===== config.mk =====
export PLATFORM = sky130hd
export DESIGN_NAME = ttx_ctrl_regbank
export DESIGN_NICKNAME = d
export VERILOG_FILES = /design/src/rtl/ttx_pkg.sv /design/src/rtl/ttx_i2c_link.sv /design/src/rtl/ttx_regfile.sv /design/src/rtl/ttx_ctrl_regbank.sv
export SDC_FILE = /design/constraint.sdc
export NUM_CORES = 1
export LEC_CHECK = 0
export BUFFER_PORTS_ARGS = -buffer_cell sky130_fd_sc_hd__buf_2
export CAP_MARGIN = 20
export CORE_ASPECT_RATIO = 1.4
export CORE_MARGIN = 5
export CORE_UTILIZATION = 35
export DETAILED_ROUTE_END_ITERATION = 8
export GPL_TIMING_DRIVEN = 0
export SYNTH_ARGS = -nofsm -noshare
export SYNTH_HDL_FRONTEND = slang
export SYNTH_SLANG_ARGS = --single-unit

===== constraint.sdc =====
create_clock -name clk -period 4.4 [get_ports clk]
set_input_delay 0.88 -clock clk [delete_from_list [all_inputs] [get_ports clk]]
set_output_delay 0.88 -clock clk [all_outputs]
set_load 0.1 [all_outputs]

===== src/rtl/ttx_pkg.sv =====
package ttx_pkg;
    localparam int NREG      = 11;
    localparam int BYTE_W    = 8;
    localparam int IDX_W     = 4;
    localparam logic [IDX_W-1:0] IDX_DATA = IDX_W'(NREG);
    localparam logic [IDX_W-1:0] IDX_PARK = IDX_W'(NREG + 1);
    localparam int R_SEL  = 0;
    localparam int R_CHAP = 8;
    localparam int R_ROW  = 9;
    localparam int R_COL  = 10;
    localparam logic [7:0] LAST_COL  = 8'd39;
    localparam logic [7:0] LAST_ROW  = 8'd24;
    localparam int ROW_SPAN  = int'(LAST_COL) + 1;
    localparam int CHAP_SPAN = ROW_SPAN * (int'(LAST_ROW) + 1);
    localparam logic [7:0] FLOAT_BYTE = 8'hFF;

    typedef logic [BYTE_W-1:0] byte_t;

    typedef enum logic [2:0] {
        L_IDLE, L_ADDR, L_AACK, L_WDAT, L_WACK, L_RDAT, L_RACK
    } link_st_e;

    function automatic byte_t reg_reset(int i);
        return (i == 5 || i == 6) ? 8'h03 : 8'h00;
    endfunction
endpackage


===== src/rtl/ttx_i2c_link.sv =====
module ttx_i2c_link
    import ttx_pkg::*;
#(
    parameter logic [6:0] DEV_ADDR = 7'b0010001
) (
    input  logic  clk,
    input  logic  rst_n,
    input  logic  scl_i,
    input  logic  sda_i,
    output logic  sda_oe_o,
    output logic  wr_stb_o,
    output logic  wr_first_o,
    output byte_t wr_byte_o,
    output logic  rd_req_o,
    input  byte_t rd_byte_i
);
    typedef struct packed {
        link_st_e   st;
        logic [1:0] scl_sy;
        logic [1:0] sda_sy;
        logic       scl_old;
        logic       sda_old;
        byte_t      sh;
        logic [3:0] cnt;
        logic       rnw;
        logic       first;
        logic       oe;
        logic       mack;
    } link_s;

    link_s q, n;
    logic scl, sda, rise, fall, start_c, stop_c;

    assign scl     = q.scl_sy[1];
    assign sda     = q.sda_sy[1];
    assign rise    = scl & ~q.scl_old;
    assign fall    = ~scl & q.scl_old;
    assign start_c = scl & q.scl_old & q.sda_old & ~sda;
    assign stop_c  = scl & q.scl_old & ~q.sda_old & sda;

    always_comb begin
        n          = q;
        wr_stb_o   = 1'b0;
        rd_req_o   = 1'b0;
        n.scl_sy   = {q.scl_sy[0], scl_i};
        n.sda_sy   = {q.sda_sy[0], sda_i};
        n.scl_old  = scl;
        n.sda_old  = sda;
        if (start_c) begin
            n.st  = L_ADDR;
            n.cnt = '0;
            n.oe  = 1'b0;
        end else if (stop_c) begin
            n.st = L_IDLE;
            n.oe = 1'b0;
        end else begin
            case (q.st)
                L_ADDR, L_WDAT: begin
                    if (rise) begin
                        n.sh  = {q.sh[6:0], sda};
                        n.cnt = q.cnt + 4'd1;
                    end else if (fall && q.cnt == 4'd8) begin
                        if (q.st == L_ADDR) begin
                            if (q.sh[7:1] == DEV_ADDR) begin
                                n.oe    = 1'b1;
                                n.rnw   = q.sh[0];
                                n.first = 1'b1;
                                n.st    = L_AACK;
                            end else begin
                                n.st = L_IDLE;
                            end
                        end else begin
                            wr_stb_o = 1'b1;
                            n.oe     = 1'b1;
                            n.st     = L_WACK;
                        end
                    end
                end
                L_AACK, L_RACK: begin
                    if (rise && q.st == L_RACK) begin
                        n.mack = ~sda;
                    end else if (fall) begin
                        if (q.st == L_AACK && !q.rnw) begin
                            n.oe  = 1'b0;
                            n.cnt = '0;
                            n.st  = L_WDAT;
                        end else if (q.st == L_AACK || q.mack) begin
                            rd_req_o = 1'b1;
                            n.sh     = rd_byte_i;
                            n.oe     = ~rd_byte_i[7];
                            n.cnt    = 4'd1;
                            n.st     = L_RDAT;
                        end else begin
                            n.oe = 1'b0;
                            n.st = L_IDLE;
                        end
                    end
                end
                L_WACK: begin
                    if (fall) begin
                        n.oe    = 1'b0;
                        n.cnt   = '0;
                        n.first = 1'b0;
                        n.st    = L_WDAT;
                    end
                end
                L_RDAT: begin
                    if (fall) begin
                        if (q.cnt == 4'd8) begin
                            n.oe = 1'b0;
                            n.st = L_RACK;
                        end else begin
                            n.oe  = ~q.sh[6];
                            n.sh  = {q.sh[6:0], 1'b1};
                            n.cnt = q.cnt + 4'd1;
                        end
                    end
                end
                default: ;
            endcase
        end
    end

    always_ff @(posedge clk or negedge rst_n) begin
        if (!rst_n) begin
            q        <= '0;
            q.st     <= L_IDLE;
            q.scl_sy <= 2'b11;
            q.sda_sy <= 2'b11;
            q.scl_old <= 1'b1;
            q.sda_old <= 1'b1;
        end else begin
            q <= n;
        end
    end

    assign sda_oe_o   = q.oe;
    assign wr_first_o = q.first;
    assign wr_byte_o  = q.sh;
endmodule


===== src/rtl/ttx_regfile.sv =====
module ttx_regfile
    import ttx_pkg::*;
#(
    parameter int MEM_AW = 12
) (
    input  logic                  clk,
    input  logic                  rst_n,
    input  logic                  wr_stb_i,
    input  logic                  wr_first_i,
    input  byte_t                 wr_byte_i,
    input  logic                  rd_req_i,
    output byte_t                 rd_byte_o,
    input  logic                  sync_good_i,
    input  logic                  rate60_i,
    output logic [NREG*BYTE_W-1:0] regs_o,
    output logic [MEM_AW-1:0]     mem_addr_o,
    output logic                  mem_we_o,
    output byte_t                 mem_wdata_o,
    input  byte_t                 mem_rdata_i
);
    typedef struct packed {
        byte_t [NREG-1:0] regs;
        logic [IDX_W-1:0] idx;
    } rf_s;

    function automatic rf_s rst_state();
        rf_s s;
        for (int i = 0; i < NREG; i++) s.regs[i] = reg_reset(i);
        s.idx = '0;
        return s;
    endfunction

    rf_s   q, n;
    logic  advance;
    byte_t status;

    assign status = {rate60_i & sync_good_i, 6'b0, sync_good_i};

    always_comb begin
        n         = q;
        mem_we_o  = 1'b0;
        advance   = 1'b0;
        rd_byte_o = FLOAT_BYTE;
        if (q.idx == IDX_DATA)
            rd_byte_o = q.regs[R_SEL][0] ? status : mem_rdata_i;
        if (wr_stb_i) begin
            if (wr_first_i) begin
                n.idx = (wr_byte_i > byte_t'(IDX_DATA)) ? IDX_PARK : wr_byte_i[IDX_W-1:0];
            end else if (q.idx < IDX_DATA) begin
                n.regs[q.idx] = wr_byte_i;
                n.idx         = q.idx + 1'b1;
            end else if (q.idx == IDX_DATA) begin
                mem_we_o = 1'b1;
                advance  = 1'b1;
            end
        end else if (rd_req_i) begin
            if (q.idx < IDX_DATA)
                n.idx = q.idx + 1'b1;
            else if (q.idx == IDX_DATA && !q.regs[R_SEL][0])
                advance = 1'b1;
        end
        if (advance) begin
            if (q.regs[R_COL] >= LAST_COL) begin
                n.regs[R_COL] = 8'd0;
                n.regs[R_ROW] = (q.regs[R_ROW] >= LAST_ROW) ? 8'd0 : q.regs[R_ROW] + 8'd1;
            end else begin
                n.regs[R_COL] = q.regs[R_COL] + 8'd1;
            end
        end
    end

    always_ff @(posedge clk or negedge rst_n) begin
        if (!rst_n) q <= rst_state();
        else        q <= n;
    end

    for (genvar g = 0; g < NREG; g++) begin : g_out
        assign regs_o[g*BYTE_W +: BYTE_W] = q.regs[g];
    end

    assign mem_addr_o  = MEM_AW'(int'(q.regs[R_CHAP][1:0]) * CHAP_SPAN
                               + int'(q.regs[R_ROW]) * ROW_SPAN
                               + int'(q.regs[R_COL]));
    assign mem_wdata_o = wr_byte_i;
endmodule


===== src/rtl/ttx_ctrl_regbank.sv =====
module ttx_ctrl_regbank
    import ttx_pkg::*;
#(
    parameter logic [6:0] DEV_ADDR = 7'b0010001,
    parameter int         MEM_AW   = 12
) (
    input  logic                   clk,
    input  logic                   rst_n,
    input  logic                   scl_i,
    input  logic                   sda_i,
    output logic                   sda_oe_o,
    input  logic                   sync_good_i,
    input  logic                   rate60_i,
    output logic [NREG*BYTE_W-1:0] regs_o,
    output logic [MEM_AW-1:0]      mem_addr_o,
    output logic                   mem_we_o,
    output logic [BYTE_W-1:0]      mem_wdata_o,
    input  logic [BYTE_W-1:0]      mem_rdata_i
);
    logic  wr_stb, wr_first, rd_req;
    byte_t wr_byte, rd_byte;

    ttx_i2c_link #(.DEV_ADDR(DEV_ADDR)) i_link (
        .clk        (clk),
        .rst_n      (rst_n),
        .scl_i      (scl_i),
        .sda_i      (sda_i),
        .sda_oe_o   (sda_oe_o),
        .wr_stb_o   (wr_stb),
        .wr_first_o (wr_first),
        .wr_byte_o  (wr_byte),
        .rd_req_o   (rd_req),
        .rd_byte_i  (rd_byte)
    );

    ttx_regfile #(.MEM_AW(MEM_AW)) i_rf (
        .clk         (clk),
        .rst_n       (rst_n),
        .wr_stb_i    (wr_stb),
        .wr_first_i  (wr_first),
        .wr_byte_i   (wr_byte),
        .rd_req_i    (rd_req),
        .rd_byte_o   (rd_byte),
        .sync_good_i (sync_good_i),
        .rate60_i    (rate60_i),
        .regs_o      (regs_o),
        .mem_addr_o  (mem_addr_o),
        .mem_we_o    (mem_we_o),
        .mem_wdata_o (mem_wdata_o),
        .mem_rdata_i (mem_rdata_i)
    );
endmodule


======== Yosys cells after proc, flatten, opt, wreduce, memory -nomap -nowiden ========
Cells that the tools add are included.
storage, ports and cells
  input port bits ......................... 14
  word-level logic and storage cells ...... 204
  register bits ........................... 117
  output and inout port bits .............. 110
cells by class
  eq/ne operators ......................... 38
  magnitude comparators ................... 6
  reduce and logical (&&, ||, !) cells .... 29
  bitwise gates (word level) .............. 18
  add/sub/neg operators ................... 6
  multiply operators ...................... 2
  muxes and demuxes ....................... 82
operator list
  operator               number
  $mux W88               2
  $mux W92               1
  $bwmux W88             1
  $mux W12               6
  $mux W8                7
  $mux W3                15
  $demux W8 S4           1
  $mux W4                8
  $mux W1                31
  $ne A4 B1 Y1 const B   6
  $pmux W8 S3            1
  $reduce_and A8 Y1      3
  $ne A2 B1 Y1 const B   10
  $add A8 B1 Y8 const B  2
  $mux W16               1
  $pmux W4 S4            1
  $add A12 B12 Y12       1
  $add A12 B9 Y12        1
  $ne A3 B1 Y1 const B   4
  $pmux W3 S4            1
  $reduce_bool A2 Y1     6
  $not A1 Y1             10
  $reduce_and A10 Y1     1
  $eq A3 B3 Y1 const B   3
  34 further kinds       58

======== Longest topological paths before layout ========
Gate-level depths: netlist of run 1.
  depth after elaboration ................. 13
  mapped depth ............................ 12
  gate-level depth less buffers ........... 12

======== Modules after synthesis ========
Synthesis of run 1 repeated with hierarchy kept, for this count alone.
second synthesis, totals
  cells, all modules ...................... 692
  area, all modules ....................... 7239.4 µm²
by module, submodules not included
  module        area an instance (µm²)  cells an instance  times used
  ttx_regfile   5605.4                  515                1
  ttx_i2c_link  1634.1                  177                1

======== Worst setup path after synthesis of run 1 ========
OpenSTA, ideal clock, no wires.
  path type ............................... register to output
  from .................................... reg i_rf.q, in the netlist i_rf.regs_o[73]
  to ...................................... out mem_addr_o[11]
  arrival time ............................ 4.392 ns
  cell stages (with the launch flop) ...... 12
  path buffers ............................ 0
  slack ................................... -0.872 ns
  path through ............................ dfrtp_1 -> ha_1 -> ha_1 -> fa_1 -> inv_1 -> fa_1 -> inv_1 -> ha_1 -> o21ai_0 -> nor2_1 -> o41a_1 -> xnor2_1
on the way
  longest elaborated chain between the ends .. 3
ends and longest elaborated chain
  what                    RTL line                source
  start, declared         ttx_regfile.sv:33       rf_s q, n;
  start signal, assigned  ttx_regfile.sv:73       if (!rst_n) q <= rst_state();
  start signal, assigned  ttx_regfile.sv:74       else q <= n;
  $mul A8 B3 Y9           ttx_regfile.sv:82       + int'(q.regs[R_ROW]) * ROW_SPAN
  $add A12 B12 Y12        ttx_regfile.sv:82
  $add A12 B9 Y12         ttx_regfile.sv:83       + int'(q.regs[R_COL]));
  end, declared           ttx_ctrl_regbank.sv:15  output logic [MEM_AW-1:0] mem_addr_o,
No other way between the ends.

======== Worst setup path in the final report of run 1 ========
  from .................................... reg i_rf.q, in the netlist i_rf.regs_o[75]
  to ...................................... out mem_addr_o[11]
Same word-level chain as after synthesis.

==> results of run 1 <==
-- cell families after synthesis --
logic type	Yosys count	synth area share
buffers and inverters	153	0.139
and+or+nand+nor	136	0.108
DFF	117	0.423
AOI/OAI and AO/OA	102	0.0969
muxes	84	0.135
adders and majority gates	41	0.0813
xor gates and xnor gates	14	0.0176
-- worst max path at each step --
stage                          startpoint              to  slack [ns]
after floorplan           i_rf.regs_o[73]  mem_addr_o[11]       -0.27
after global placement    i_rf.regs_o[73]  mem_addr_o[10]       -0.24
after detailed placement  i_rf.regs_o[73]  mem_addr_o[10]       -0.24
after CTS                 i_rf.regs_o[75]  mem_addr_o[11]       -0.06
after global routing      i_rf.regs_o[75]  mem_addr_o[11]       -0.17
final                     i_rf.regs_o[75]  mem_addr_o[11]       -0.05
-- cell usage after synthesis (6+ instances only) --
| library cell | instances |
|---|---|
| a21oi_1 | 21 |
| and3_1 | 6 |
| buf_2 | 6 |
| buf_4 | 101 |
| clkbuf_1 | 13 |
| dfrtp_1 | 107 |
| dfstp_2 | 10 |
| fa_1 | 7 |
| ha_1 | 34 |
| inv_1 | 31 |
| mux2_1 | 24 |
| mux2_2 | 53 |
| mux2i_1 | 7 |
| nand2_1 | 36 |
| nand2b_1 | 6 |
| nand3_1 | 15 |
| nor2_1 | 24 |
| nor2b_1 | 10 |
| nor3_1 | 10 |
| o21ai_0 | 35 |
| xnor2_1 | 12 |
-- flip-flops by register name, summed over array words and instances, names as in the netlist --
register / count
i_link.n: 4
i_link.wr_byte_o: 8
i_link.wr_first_o: 1
i_rf.regs_o: 88
i_link.q: 11
i_rf.q: 4
i_link.sda_oe_o: 1
-- routing by layer --
metal,share of wire,wire (µm)
met1,0.38,6650
met3,0.038,658
met5,0,0
met2,0.55,9650
met4,0.029,501
-- worst register-to-register path: cells and delay by family, from the launching register on --
kind,cells,cell delay [ns]
DFF,1,0.43
AOI/OAI and AO/OA,5,1.56
adders and majority gates,1,0.27
and+or+nand+nor,1,0.17
-- final cells by class --
class | instances | share of cell area
Sequential cell | 117 | 0.335
Buffer | 122 | 0.0968
Inverter | 31 | 0.0132
Tap cell | 252 | 0.0358
Timing Repair Buffer | 131 | 0.0830
Multi-Input combinational cell | 377 | 0.361
Clock inverter | 13 | 0.0262
Clock buffer | 19 | 0.0492
-- power by group through the flow --
stage                     Combinational [W]  Clock, W  Sequential [W]
after detailed placement            0.00110         0         0.00128
after floorplan                    0.000825         0         0.00123
after global routing                0.00119   0.00163         0.00127
final                               0.00110   0.00156         0.00126
after CTS                           0.00111   0.00159         0.00126
after global placement              0.00109         0         0.00128
-- metrics by stage --
| stage | power, W | setup WS [ns] | std cells | util | hold WS (ns) |
|---|---|---|---|---|---|
| floorplan | 0.00206 | -0.274 | 647 | - | 0.345 |
| global placement | 0.00236 | -0.243 | 1022 | 0.403 | 0.346 |
| detailed placement | 0.00238 | -0.241 | 1023 | 0.405 | 0.347 |
| CTS | 0.00395 | -0.0636 | 1061 | 0.445 | 0.349 |
| global route | 0.00409 | -0.166 | 1062 | 0.447 | 0.355 |
| finish | 0.00392 | -0.0522 | 1062 | 0.447 | 0.349 |
-- timing repair --
| action | 4_1_cts | 5_1_grt |
|---|---|---|
| pin swaps | 6 | 4 |
| resized for setup | 19 | 5 |
| gates cloned | 0 | 0 |
| buffers inserted | 6 | 0 |
| setup endpoints to repair | 4 | 3 |
==> metrics.cfg, run 1 <==
[critical_path]
cp-start-kind = register
worstSetupPathType = register to primary output
critPathCaptureType = primary output
arrival_ns = 3.57
r2r_start = i_rf.regs_o[80]
r2r_slack_ns = 1.83
max_stage_delay_ns = 0.48
timing.rr.end = i_rf.regs_o[75]
cp.required_ns = 3.52
cp_common_cell = ha_4
r2r_cells = 7
path_cells = ha_4 -> ha_4 -> fa_1 -> inv_1 -> fa_1 -> inv_2 -> ha_4 -> o21ai_2 -> nor2_1 -> o41a_1 -> xnor2_2 -> buf_6
path_buf_inv = 3
cp_slowest_cell = fa_1
worstPathMaxFanout = 3
crit_cells = 12
path_delay_family = adder cells

[clock_network]
cts.sink_count = 117
cts_hold_buf = 0
clk_latency_ns = 0.41
cts.path.max_buffers = 2
clkTransAtPathRegs_ns = 0.06
cts-buffers-inserted = 17
cts_tree = yes
cts_root_buf = clkbuf_16
cts.htree.levels = 4

[timing]
clock-skew-final_ns = 0.0129
final.setup.worst_slack_ns = -0.0522
setup_viol = 1
rsz0062_at_grt = yes
worst_pin_slew_ns = 0.888
hold_viol_final = 0
slew_viol_final = 0
fin_setup_tns_ns = -0.0522
slew_headroom = 0.405
period_minus_slack_ns = 4.45
max_freq_ghz = 0.225
post-route-period-util = 1.01

[cells_and_area]
multi_input_area_mm2 = 0.00318
area.sequential_mm2 = 0.00295
area_delta_synth_final_pct = 26.5
drive_above_1_share = 0.453
final_common_cell = buf_2
diodes = 0
final_cell_mix = 125 x buf_2, 107 x buf_4, 103 x dfrtp_1
fillers = 1914
nets = 852
final_area_mm2 = 0.00880

[synth]
yosys_warnings = 0
syn_nets = 702
synth_async_sr_flop_share = 1.00
post-synth-top-area-fraction = 0.385
yosys-top-cells-area = dfrtp_1 38%, buf_4 11%, mux2_2 8.6%
syn_inst = 647
syn_area_per_cell_um2 = 10.8
synth_flop_cell = dfrtp_1
ys_types = 68
netlist_area_mm2 = 0.00696
yosysSeqAreaShare = 0.423
synth_edf_count = 0
yosys_register_bits = 117
yosys.area.top_type = dfrtp_1

[grt]
grt_use_met1 = 0.172
overflow = 0
grtUsageTotal = 0.157
antenna_found_initial = 0
grt_max_degree = 87
busiest_layer = met2
grt_first_pass_wirelength_um = 27900
use_met3 = 0.0299
met2_usage = 0.294
grt_pass1_vias = 5286

[die]
initial_core_util = 0.353
die_y_um = 177
die_x_um = 129
pin_count = 124
dieArea_mm2 = 0.0228
row_count = 61
core_area_mm2 = 0.0197

[route]
firstDrtPassIters = 4
drc = 0
wl_um = 17500
initialDrtViolationCount = 285
avgViaCountPerCell = 4.82
vias = 5124
postRouteAntennaNets = 0
avgRoutedWirePerCell_um = 16.4

[power_and_ir_drop]
p_int_w = 0.00252
switching_power_w = 0.00139
vdd_ir_drop_max_mv = 0.245
p_seq_frac = 0.321
p_leak_nw = 4.73
switching_share = 0.356
power_frac_comb = 0.281
clockPowerShare = 0.399
power.density_mw_per_mm2 = 445

[place]
place_congestion = 0.855
hpwlAfterDp_um = 12700
io_buffer_count = 123
place_area_mm2 = 0.00797

[run]
drv_cap = 0

[run_status]
status = complete, but fails checks
violations = setup timing

[min_path]
min_path_type = input port to async pin

Power figures use the tool's default switching activity.
==> run 2, diff against run 1 <==
==> constraint.sdc (replaced) <==
create_clock -name clk -period 5.6 [get_ports clk]
set_input_delay 1.12 -clock clk [delete_from_list [all_inputs] [get_ports clk]]
set_output_delay 1.12 -clock clk [all_outputs]
set_load 0.1 [all_outputs]
==> run 2 against run 1 <==
The flow now finishes without violations; clock power down 24%; critical path depth unchanged; via count down 1.7%; clock-buffer cell count unchanged; critical path type unchanged; largest cell class unchanged; largest power group unchanged.
==> metrics.cfg, run 2 (synthesized netlist as in run 1, its figures left out) <==
[critical_path]
arrival_ns = 4.03
r2r_cells = 7
cp.required_ns = 4.48
worstSetupPathType = register to primary output
r2r_slack_ns = 3.09
timing.rr.end = i_rf.regs_o[75]
cp-start-kind = register
crit_start = i_rf.regs_o[73]
r2r_start = i_rf.regs_o[80]
worstPathMaxFanout = 7
critPathCaptureType = primary output

[clock_network]
cts_root_buf = clkbuf_16
cts.htree.levels = 4
cts_hold_buf = 0
clkTransAtPathRegs_ns = 0.06
cts.path.max_buffers = 2
post_cts_resize_count = 0
cts_setup_buffers = 0
cts_tree = yes
clk_latency_ns = 0.41
cts.sink_count = 117
cts-buffers-inserted = 17

[die]
dieArea_mm2 = 0.0228
core_area_mm2 = 0.0197
initial_core_util = 0.353
pin_count = 124
die_x_um = 129
die_y_um = 177
row_count = 61

[place]
dp_worst_setup_slack_ns = 0.849
dp.cells = 1023
place_congestion = 0.862
hpwlAfterDp_um = 12800
io_buffer_count = 123
place_area_mm2 = 0.00792

[run]
drv_cap = 0

[route]
postRouteAntennaNets = 0
vias = 5038
drc = 0
wl_um = 17200
avgViaCountPerCell = 4.77
firstDrtPassIters = 4
initialDrtViolationCount = 236
avgRoutedWirePerCell_um = 16.3

[cells_and_area]
final_area_mm2 = 0.00858
fin_cells = 1056
nets = 846
fillers = 1947
diodes = 0
largest_reg_flops = 88
drive_above_1_share = 0.429
final_common_cell = buf_2
final_cell_mix = 128 x buf_2, 107 x dfrtp_1, 101 x buf_4
area_delta_synth_final_pct = 23.4

[min_path]
hold_start = i_link.n[21]
min_path_type = register to register
hold_end = i_link.n[17]
whs_path_depth = 0

[timing]
clock-skew-final_ns = 0.0126
slew_viol_final = 0
hold_viol_final = 0
setup_viol = 0
period_minus_slack_ns = 5.15
final.setup.worst_slack_ns = 0.446
worst_pin_slew_ns = 0.814
rsz0062_at_grt = no
max_freq_ghz = 0.194
post-route-period-util = 0.920
worst_hold_slack_ns = 0.357
slew_headroom = 0.454
fin_setup_tns_ns = 0

[power_and_ir_drop]
power.density_mw_per_mm2 = 353
vdd_ir_drop_max_mv = 0.149
p_leak_nw = 4.67

[grt]
grtUsageTotal = 0.155
grt_pass1_vias = 5230
antenna_found_initial = 0
grt_max_degree = 80
overflow = 0
grt_first_pass_wirelength_um = 27800

[run_status]
status = finished, final reports clean

-- run 2: cell types whose count changed in the layout (fill, tap and decap cells not counted), sizes merged --
cell	previous run	this run
clkinv	4	3
buf	238	233
bufinv	6	4
inv	31	34
clkbuf	33	32
-- run 2: area by class of cell --
cell class | count | area [µm²] | share of cell area
Buffer | 122 | 852 | 0.0993
Inverter | 31 | 116 | 0.0136
Multi-Input combinational cell | 377 | 3050 | 0.355
Clock inverter | 13 | 195 | 0.0227
Clock buffer | 19 | 453 | 0.0528
Timing Repair Buffer | 125 | 662 | 0.0771
Tap cell | 252 | 315 | 0.0367
Sequential cell | 117 | 2940 | 0.343
-- run 2: how the worst max path moves through the flow --
stage,slack (ns),cells after the start,end
finish,0.45,12,mem_addr_o[11]
global route,0.25,13,mem_addr_o[10]
CTS,0.40,12,mem_addr_o[11]
detailed placement,0.85,12,mem_addr_o[11]
global placement,0.91,12,mem_addr_o[11]
floorplan,0.09,11,mem_addr_o[11]
-- run 2: where the power goes --
part           total (W)  switching (W)  internal, W  leakage [nW]
sequential      0.000988      0.0000870     0.000901          1.58
combinational   0.000854       0.000605     0.000249          2.78
clock            0.00119       0.000414     0.000775         0.307
total            0.00303        0.00111      0.00192          4.67
-- run 2: through the flow --
stage	util	total power [W]
global route	0.436	0.00317
global placement	0.401	0.00185
CTS	0.435	0.00307
finish	0.436	0.00303
floorplan	-	0.00162
detailed placement	0.402	0.00186
-- run 2: critical path, cell delays in order (launching register included) --
cell and delay, ns:
dfrtp_1 0.50, ha_1 0.35, ha_1 0.22, fa_1 0.49, inv_1 0.05, fa_1 0.47, inv_1 0.04, ha_1 0.32
o21ai_0 0.18, nor2_1 0.08, o41a_1 0.33, xnor2_1 0.14, buf_2 0.44
-- run 2: routing by layer --
layer	GRT usage	vias up	share of wire	wire length, µm
li1	-	2447	-	-
met1	0.175	2492	0.39	6700
met2	0.286	87	0.56	9670
met3	0.0308	12	0.033	567
met4	0.0539	0	0.014	235
met5	0	-	0	0
